### config.mk
export PLATFORM = sky130hd
export DESIGN_NAME = sns_pwr_ctrl
export DESIGN_NICKNAME = d
export VERILOG_FILES = /design/src/rtl/sns_pwr_pkg.sv /design/src/rtl/sns_sync2.sv /design/src/rtl/sns_ctrl_regs.sv /design/src/rtl/sns_stby_fsm.sv /design/src/rtl/sns_clk_gen.sv /design/src/rtl/sns_pwr_ctrl.sv
export SDC_FILE = /design/constraint.sdc
export NUM_CORES = 1
export LEC_CHECK = 0
export BUFFER_PORTS_ARGS = -buffer_cell sky130_fd_sc_hd__buf_4
export CORE_MARGIN = 2
export CORE_UTILIZATION = 35
export CTS_BUF_LIST = sky130_fd_sc_hd__clkbuf_16
export DETAILED_ROUTE_END_ITERATION = 8
export GPL_TIMING_DRIVEN = 1
export PLACE_DENSITY_LB_ADDON = 0.1
export SYNTH_ARGS = -nofsm -noshare
export SYNTH_HDL_FRONTEND = slang
export SYNTH_SLANG_ARGS = --single-unit
### constraint.sdc
create_clock -name clk_i -period 1.2 [get_ports clk_i]
set_input_delay 0.24 -clock clk_i [delete_from_list [all_inputs] [get_ports clk_i]]
set_output_delay 0.24 -clock clk_i [all_outputs]
set_load 0.02 [all_outputs]
### src/rtl/sns_pwr_pkg.sv
package sns_pwr_pkg;
  // control word field positions
  localparam int unsigned SRST_BIT     = 0;
  localparam int unsigned PIPE_OFF_BIT = 1;
  localparam int unsigned SSTBY_BIT    = 2;
  localparam int unsigned DIV2_BIT     = 3;
  localparam int unsigned ODIS_BIT     = 4;
  localparam int unsigned DRIVE_BIT    = 6;
  localparam int unsigned AFLIP_BIT    = 10;

  typedef enum logic [1:0] {
    PS_RUN  = 2'd0,
    PS_PEND = 2'd1,
    PS_STBY = 2'd2
  } pwr_state_e;
endpackage

### src/rtl/sns_sync2.sv
module sns_sync2 #(
  parameter logic RST_VAL = 1'b0
) (
  input  logic clk_i,
  input  logic rst_ni,
  input  logic d_i,
  output logic q_o
);
  logic s1_q, s2_q;

  always_ff @(posedge clk_i or negedge rst_ni) begin
    if (!rst_ni) begin
      s1_q <= RST_VAL;
      s2_q <= RST_VAL;
    end else begin
      s1_q <= d_i;
      s2_q <= s1_q;
    end
  end

  assign q_o = s2_q;
endmodule

### src/rtl/sns_ctrl_regs.sv
module sns_ctrl_regs
  import sns_pwr_pkg::*;
#(
  parameter int unsigned CTRL_W  = 16,
  parameter logic [CTRL_W-1:0] DEFAULT = '0
) (
  input  logic              clk_i,
  input  logic              rst_ni,
  input  logic              we_i,
  input  logic [CTRL_W-1:0] wdata_i,
  input  logic              flip_lock_i,
  output logic [CTRL_W-1:0] ctrl_o,
  output logic              srst_o
);
  logic [CTRL_W-1:0] ctrl_q, ctrl_d;
  logic              srst_q, srst_d;

  always_comb begin
    ctrl_d = ctrl_q;
    srst_d = 1'b0;
    if (we_i) begin
      if (wdata_i[SRST_BIT]) begin
        ctrl_d = DEFAULT;
        srst_d = 1'b1;
      end else begin
        ctrl_d = wdata_i;
        if (flip_lock_i) ctrl_d[AFLIP_BIT] = ctrl_q[AFLIP_BIT];
      end
    end
  end

  always_ff @(posedge clk_i or negedge rst_ni) begin
    if (!rst_ni) begin
      ctrl_q <= DEFAULT;
      srst_q <= 1'b0;
    end else begin
      ctrl_q <= ctrl_d;
      srst_q <= srst_d;
    end
  end

  assign ctrl_o = ctrl_q;
  assign srst_o = srst_q;
endmodule

### src/rtl/sns_stby_fsm.sv
module sns_stby_fsm
  import sns_pwr_pkg::*;
(
  input  logic clk_i,
  input  logic rst_ni,
  input  logic req_i,
  input  logic row_done_i,
  output logic pending_o,
  output logic active_o
);
  pwr_state_e state_q, state_d;

  always_comb begin
    state_d = state_q;
    unique case (state_q)
      PS_RUN:  if (req_i) state_d = PS_PEND;
      PS_PEND: begin
        if (!req_i)          state_d = PS_RUN;
        else if (row_done_i) state_d = PS_STBY;
      end
      PS_STBY: if (!req_i) state_d = PS_RUN;
      default: state_d = PS_RUN;
    endcase
  end

  always_ff @(posedge clk_i or negedge rst_ni) begin
    if (!rst_ni) state_q <= PS_RUN;
    else         state_q <= state_d;
  end

  assign pending_o = (state_q == PS_PEND);
  assign active_o  = (state_q == PS_STBY);
endmodule

### src/rtl/sns_clk_gen.sv
module sns_clk_gen (
  input  logic clk_i,
  input  logic rst_ni,
  input  logic run_i,
  input  logic div2_i,
  input  logic pipe_off_i,
  output logic sns_en_o,
  output logic pix_en_o
);
  logic div_ph_q, div_ph_d;
  logic pix_ph_q, pix_ph_d;
  logic tick;

  assign tick = !div2_i || div_ph_q;

  always_comb begin
    div_ph_d = !div_ph_q;
    pix_ph_d = pix_ph_q;
    if (run_i && tick) pix_ph_d = !pix_ph_q;
  end

  always_ff @(posedge clk_i or negedge rst_ni) begin
    if (!rst_ni) begin
      div_ph_q <= 1'b0;
      pix_ph_q <= 1'b0;
    end else begin
      div_ph_q <= div_ph_d;
      pix_ph_q <= pix_ph_d;
    end
  end

  assign sns_en_o = run_i && tick;
  assign pix_en_o = run_i && tick && pix_ph_q && !pipe_off_i;
endmodule

### src/rtl/sns_pwr_ctrl.sv
module sns_pwr_ctrl
  import sns_pwr_pkg::*;
#(
  parameter int unsigned CTRL_W = 16,
  parameter int unsigned ADDR_W = 7,
  parameter logic [ADDR_W-1:0] BASE_ADDR = 7'h48
) (
  input  logic              clk_i,
  input  logic              rst_ni,
  input  logic              stby_pin_i,
  input  logic              reg_we_i,
  input  logic [CTRL_W-1:0] reg_wdata_i,
  input  logic              row_done_i,
  input  logic              strap_i,
  output logic              sns_clk_en_o,
  output logic              pix_clk_en_o,
  output logic              soft_rst_o,
  output logic              out_en_o,
  output logic [ADDR_W-1:0] dev_addr_o,
  output logic              stby_pending_o,
  output logic              stby_active_o
);
  localparam logic [CTRL_W-1:0] CTRL_DEFAULT = '0;

  logic              rst_n_int;
  logic              stby_sync;
  logic [CTRL_W-1:0] ctrl_q;
  logic              req;

  sns_sync2 #(.RST_VAL(1'b0)) u_rst_sync (
    .clk_i(clk_i), .rst_ni(rst_ni), .d_i(1'b1), .q_o(rst_n_int)
  );

  sns_sync2 #(.RST_VAL(1'b0)) u_pin_sync (
    .clk_i(clk_i), .rst_ni(rst_n_int), .d_i(stby_pin_i), .q_o(stby_sync)
  );

  sns_ctrl_regs #(.CTRL_W(CTRL_W), .DEFAULT(CTRL_DEFAULT)) u_regs (
    .clk_i(clk_i), .rst_ni(rst_n_int), .we_i(reg_we_i), .wdata_i(reg_wdata_i),
    .flip_lock_i(stby_sync), .ctrl_o(ctrl_q), .srst_o(soft_rst_o)
  );

  assign req = stby_sync || ctrl_q[SSTBY_BIT];

  sns_stby_fsm u_fsm (
    .clk_i(clk_i), .rst_ni(rst_n_int), .req_i(req), .row_done_i(row_done_i),
    .pending_o(stby_pending_o), .active_o(stby_active_o)
  );

  sns_clk_gen u_clk (
    .clk_i(clk_i), .rst_ni(rst_n_int), .run_i(!stby_active_o),
    .div2_i(ctrl_q[DIV2_BIT]), .pipe_off_i(ctrl_q[PIPE_OFF_BIT]),
    .sns_en_o(sns_clk_en_o), .pix_en_o(pix_clk_en_o)
  );

  assign out_en_o   = !ctrl_q[ODIS_BIT] && !(stby_sync && !ctrl_q[DRIVE_BIT]);
  assign dev_addr_o = {BASE_ADDR[ADDR_W-1:1], strap_i ^ ctrl_q[AFLIP_BIT]};
endmodule

* After elaboration in Yosys (flattened, before gate mapping)
Index checks and enable logic that the tools add are counted.
** Cells by class
- Bitwise operators :: 1
- Reductions and logical operators :: 18
- Equality and inequality tests :: 6
- Mux-type cells :: 9
** Operators by type and width (number)
- 2-to-1 mux 11 bit :: 1
- zero test 1 bit :: 8
- 2-to-1 mux 2 bit :: 4
- case mux 2 bit (3 select lines) :: 1
- logical AND 1 bit :: 5
- inequality test 2 bit (second input constant) :: 2
- 2-to-1 mux 1 bit :: 3
- inequality test 3 bit (second input constant) :: 1
- AND reduction 3 bit :: 1
- equality test 2 x 1 -> 1 bit (second input constant) :: 1
- equality test 2 bit (second input constant) :: 1
- zero test 2 bit :: 1
- logical OR 1 bit :: 2
- inequality test 2 x 1 -> 1 bit (second input constant) :: 1
- AND reduction 2 bit :: 1
- XOR 1 bit :: 1
** Word-level totals
- Register bits :: 17
- Output and inout bits :: 13
- Logic and storage cells :: 44
- Bits of input ports :: 22

* Logic depth before layout (Yosys ltp)
- Depth after elaboration :: 5
- Gate-level depth with buffers :: 4
- Gate-level depth less buffers :: 3

* By module
A second synthesis with hierarchy kept.
** Unflattened totals
- Cells, all modules :: 99
- Area total of the unflattened synthesis :: 1063.5 um^2
** Modules (own cells, without submodules)
- sns_ctrl_regs :: area an instance 693.2 um^2, seq. area each 400.4 um^2, times used 1, cells an instance 66
- sns_stby_fsm :: area an instance 103.8 um^2, seq. area each 50.0 um^2, times used 1, cells an instance 8
- sns_sync2 :: area an instance 50.0 um^2, seq. area each 50.0 um^2, times used 2, cells an instance 2
- sns_clk_gen :: area an instance 86.3 um^2, seq. area each 50.0 um^2, times used 1, cells an instance 8
- sns_pwr_ctrl :: area an instance 80.1 um^2, seq. area each 0.0 um^2, times used 1, cells an instance 13

* Least setup slack after synthesis
No wires, ideal clock.
- Path type :: reg-to-output
- From :: register u_fsm.state_q[1]
- To :: output port pix_clk_en_o
- Data arrival time :: 1.039 ns
- Path buffers :: 0
- Data required time :: 0.960 ns
- Slack :: -0.079 ns
- Cell stages (with the launch flop) :: 4
- Cells stage by stage :: dfrtp_1 nor2b_4 a21o_4 nor3b_2
** Between the ends
- Word-level cells in the longest chain between the ends :: 5
** Ends and longest elaborated chain
- start, declared :: line sns_stby_fsm.sv:11 : pwr_state_e state_q, state_d;
- start signal, assigned :: line sns_stby_fsm.sv:28 : else state_q <= state_d;
- equality test 2 bit :: line sns_stby_fsm.sv:32 : assign active_o = (state_q == PS_STBY);
- named net stby_active_o :: line sns_pwr_ctrl.sv:21 : output logic stby_active_o
- zero test 1 bit :: line sns_pwr_ctrl.sv:51 : .clk_i(clk_i), .rst_ni(rst_n_int), .run_i(!stby_active_o),
- logical AND 1 bit (3 in a row) :: line sns_clk_gen.sv:33 : assign pix_en_o = run_i && tick && pix_ph_q && !pipe_off_i;
- end, declared :: line sns_pwr_ctrl.sv:16 : output logic pix_clk_en_o,
The timed path passes the listed nets, and every way through them passes these cells.

* Worst setup path after layout
- From :: register u_fsm.state_q[1]
- To :: output port pix_clk_en_o
** Between the ends
- Word-level cells in the longest chain between the ends :: 5
** Ends and longest elaborated chain (line)
- equality test 2 bit :: sns_stby_fsm.sv:32
- zero test 1 bit :: sns_pwr_ctrl.sv:51
- logical AND 1 bit (3 in a row) :: sns_clk_gen.sv:33
No other way between the ends.

==> flow_summary.yaml <==
synthesis:
  syn-cell-area_um2: 639
  yosys_warnings: 0
  synth_xor_xnor_area_share_pct: 2.74
  synth_compound_area_share_pct: 10.4
  yosys.area_share.adder_pct: 0
  synth_mux_area_share_pct: 0
  yosys.area.top_type: "dfrtp_1"
  synth_top_family_by_area: "simple AND/OR/NAND/NOR gates"
  post_synth_and_or_nand_nor_area_fraction_pct: 15.1
  synth.distinct_cells: 21
  seq_area_frac_synth_pct: 58.7
  ys_ff_latch: 15
  synth_top_area_share_pct: 58.7
  netlist_instances: 58
  avgSynthCellArea_um2: 11.0
  ys_top_cells_by_area: "dfrtp_1 (59%), buf_4 (7.0%), inv_1 (4.1%)"
routing:
  vias_per_cell: 3.90
  remaining_drc_errors: 0
  ant_nets: 0
  dr.pass1.iters: 4
  first_iter_violations: 2
  finalWirelength_um: 1060
  vias: 441
  wl_per_cell_um: 9.41
floorplanning:
  initial_core_util_pct: 37.0
  ios: 35
  row_count: 15
  die_w_um: 46.7
  core_um2: 1730
  die_area_um2: 2180
  dieHeight_um: 46.7
setup_path:
  critPathArrivalTime_ps: 1240
  cp.required_ps: 960
  start_kind: "register"
  end_kind: "primary output"
  worst-path-max-fanout: 2
  path_class: "reg -> out"
sta:
  min_period_ps: 1480
  hold_violations: 0
  clock_skew_ps: 1.03
  rsz0062_at_grt: "true"
  fin_ws_ps: -277
  fmax_mhz: 677
  holdWs_ps: 109
  fin_crit_sh_pct: 123
  drv_slew: 0
  setup_viol: 4
power_and_ir_drop:
  max-vdd-ir-drop_mv: 1.37
  p_per_area_nw_per_um2: 1670
  leakagePower_nw: 0.480
clock_tree:
  clkSinkCount: 15
  clockRootBuffer: "clkbuf_16"
  clockBufferDepth: 2
  cts_tree: "done"
  htree_num_levels: 1
  cts_buffers: 3
  clk_pin_slew_ps: 40
  clock_latency_ps: 240
place:
  pre_cts_slack_ps: -33.7
  numPortBuffers: 19
  gp_congestion: 0.650
  dp_hpwl_um: 765
cells_and_area:
  seq_area_um2: 375
  drive_gt1_share_pct: 39.8
  diodes: 0
  multi_input_area_um2: 213
  syn_to_final_growth_pct: 50.1
  finalNetCount: 111
  n_fill_cell: 164
  largest_reg_flops: 6
outcome:
  outcome: "finished, violations left"
  violations: "negative setup slack"
grt:
  antenna_found_initial: 0
  grt.overflow.total: 0
  grt_pass1_wl_um: 1660
  grt_max_degree: 14
  grt_pass1_vias: 429
  track_usage_pct: 11.3
flow_run:
  max_cap_violations: 0
min_path:
  hold_class: "in -> reg"
## placed cells by master (no fill, tap or decap)
cell type and instances:
a21oi_1 2, and2b_2 1, and2_1 1, buf_6 6, o21ai_0 5, inv_1 7, nand3b_1 2, nand2_1 5
o311ai_1 1, nor3b_4 1, nand2b_1 1, xnor2_1 1, xor2_1 1, a211oi_1 1, conb_1 7, dfrtp_1 15
inv_2 1, nor2b_4 1, clkbuf_16 3, a21o_4 1, nor2_1 2, and2b_1 1, dlygate4sd3_1 1, buf_4 21
## path summary, 6_finish.rpt
check                                       from           endpoint  slack [ps]  cells after the start
max in group asynchronous         u_rst_sync.q_o  u_regs.ctrl_o[10]         660                      0
worst max register to register  u_fsm.state_q[1]     u_clk.pix_ph_q          10                      5
min in group asynchronous         u_rst_sync.q_o     u_clk.pix_ph_q         200                      0
worst min-delay path                  stby_pin_i    u_pin_sync.s1_q         110                      1
worst max-delay path            u_fsm.state_q[1]       pix_clk_en_o        -280                      4
worst min register to register    u_rst_sync.q_o     u_clk.pix_ph_q         200                      0
## per-stage QoR
step / std cells / TNS [ps] / util, % / power [mW] / cell area (µm²)
floorplan: 63 / -27.6 / - / 0.814 / 664
global placement: 103 / -30.5 / 47.0 / 0.927 / 811
detailed placement: 103 / -33.7 / 47.0 / 0.932 / 811
CTS: 112 / -799 / 54.9 / 1.62 / 948
global route: 113 / -997 / 55.6 / 1.68 / 960
finish: 113 / -862 / 55.6 / 1.60 / 960
## area by class of cell
cell class,instances,area share [%]
well taps,25,3.26
clock buffers,3,7.82
multi-input cells,34,22.2
inverters,7,2.74
flip-flops and latches,15,39.1
clock inverters,1,0.391
repair buffers,28,24.5
## cells in the mapped netlist (all sizes together)
cell type,instances
a211oi,1
a21o,1
a21oi,2
and2,1
and2b,2
buf,6
clkbuf,1
conb,2
dfrtp,15
inv,7
nand2,5
nand2b,1
nand3b,2
nor2,2
nor2b,1
nor3b,1
o21ai,5
o311ai,1
xnor2,1
xor2,1
## metal layers
layer / vias up / GRT usage (%) / wire [µm]
met3: 2 / 3.46 / 47
met2: 13 / 18.6 / 535
met1: 196 / 13.0 / 471
li1: 230 / - / -
met4: 0 / 6.67 / 9
met5: - / 0 / 0
## power breakdown
part	switching (mW)	total, mW	internal [mW]
clock network	0.174	0.612	0.439
logic	0.161	0.383	0.221
registers	0.0410	0.603	0.562
total	0.376	1.60	1.22
## what timing repair did
item,in CTS,in global routing
buffers inserted,4,2
endpoints found under the setup margin,6,5
hold buffers,1,0
endpoints found under the hold margin,2,0
gates resized for setup,6,2
## critical path, cell delays in order, from the launching register on
cell and delay [ps]:
dfrtp_1 370, nor2b_4 130, a21o_4 190, nor3b_4 170
buf_6 140
## cell families after synthesis
logic type / Yosys count
xor gates and xnor gates: 2
and+or+nand+nor: 15
AOI/OAI and AO/OA: 10
DFF: 15
buffers and inverters: 14
other: 2
Note: power is estimated with default switching activity, not from simulation.
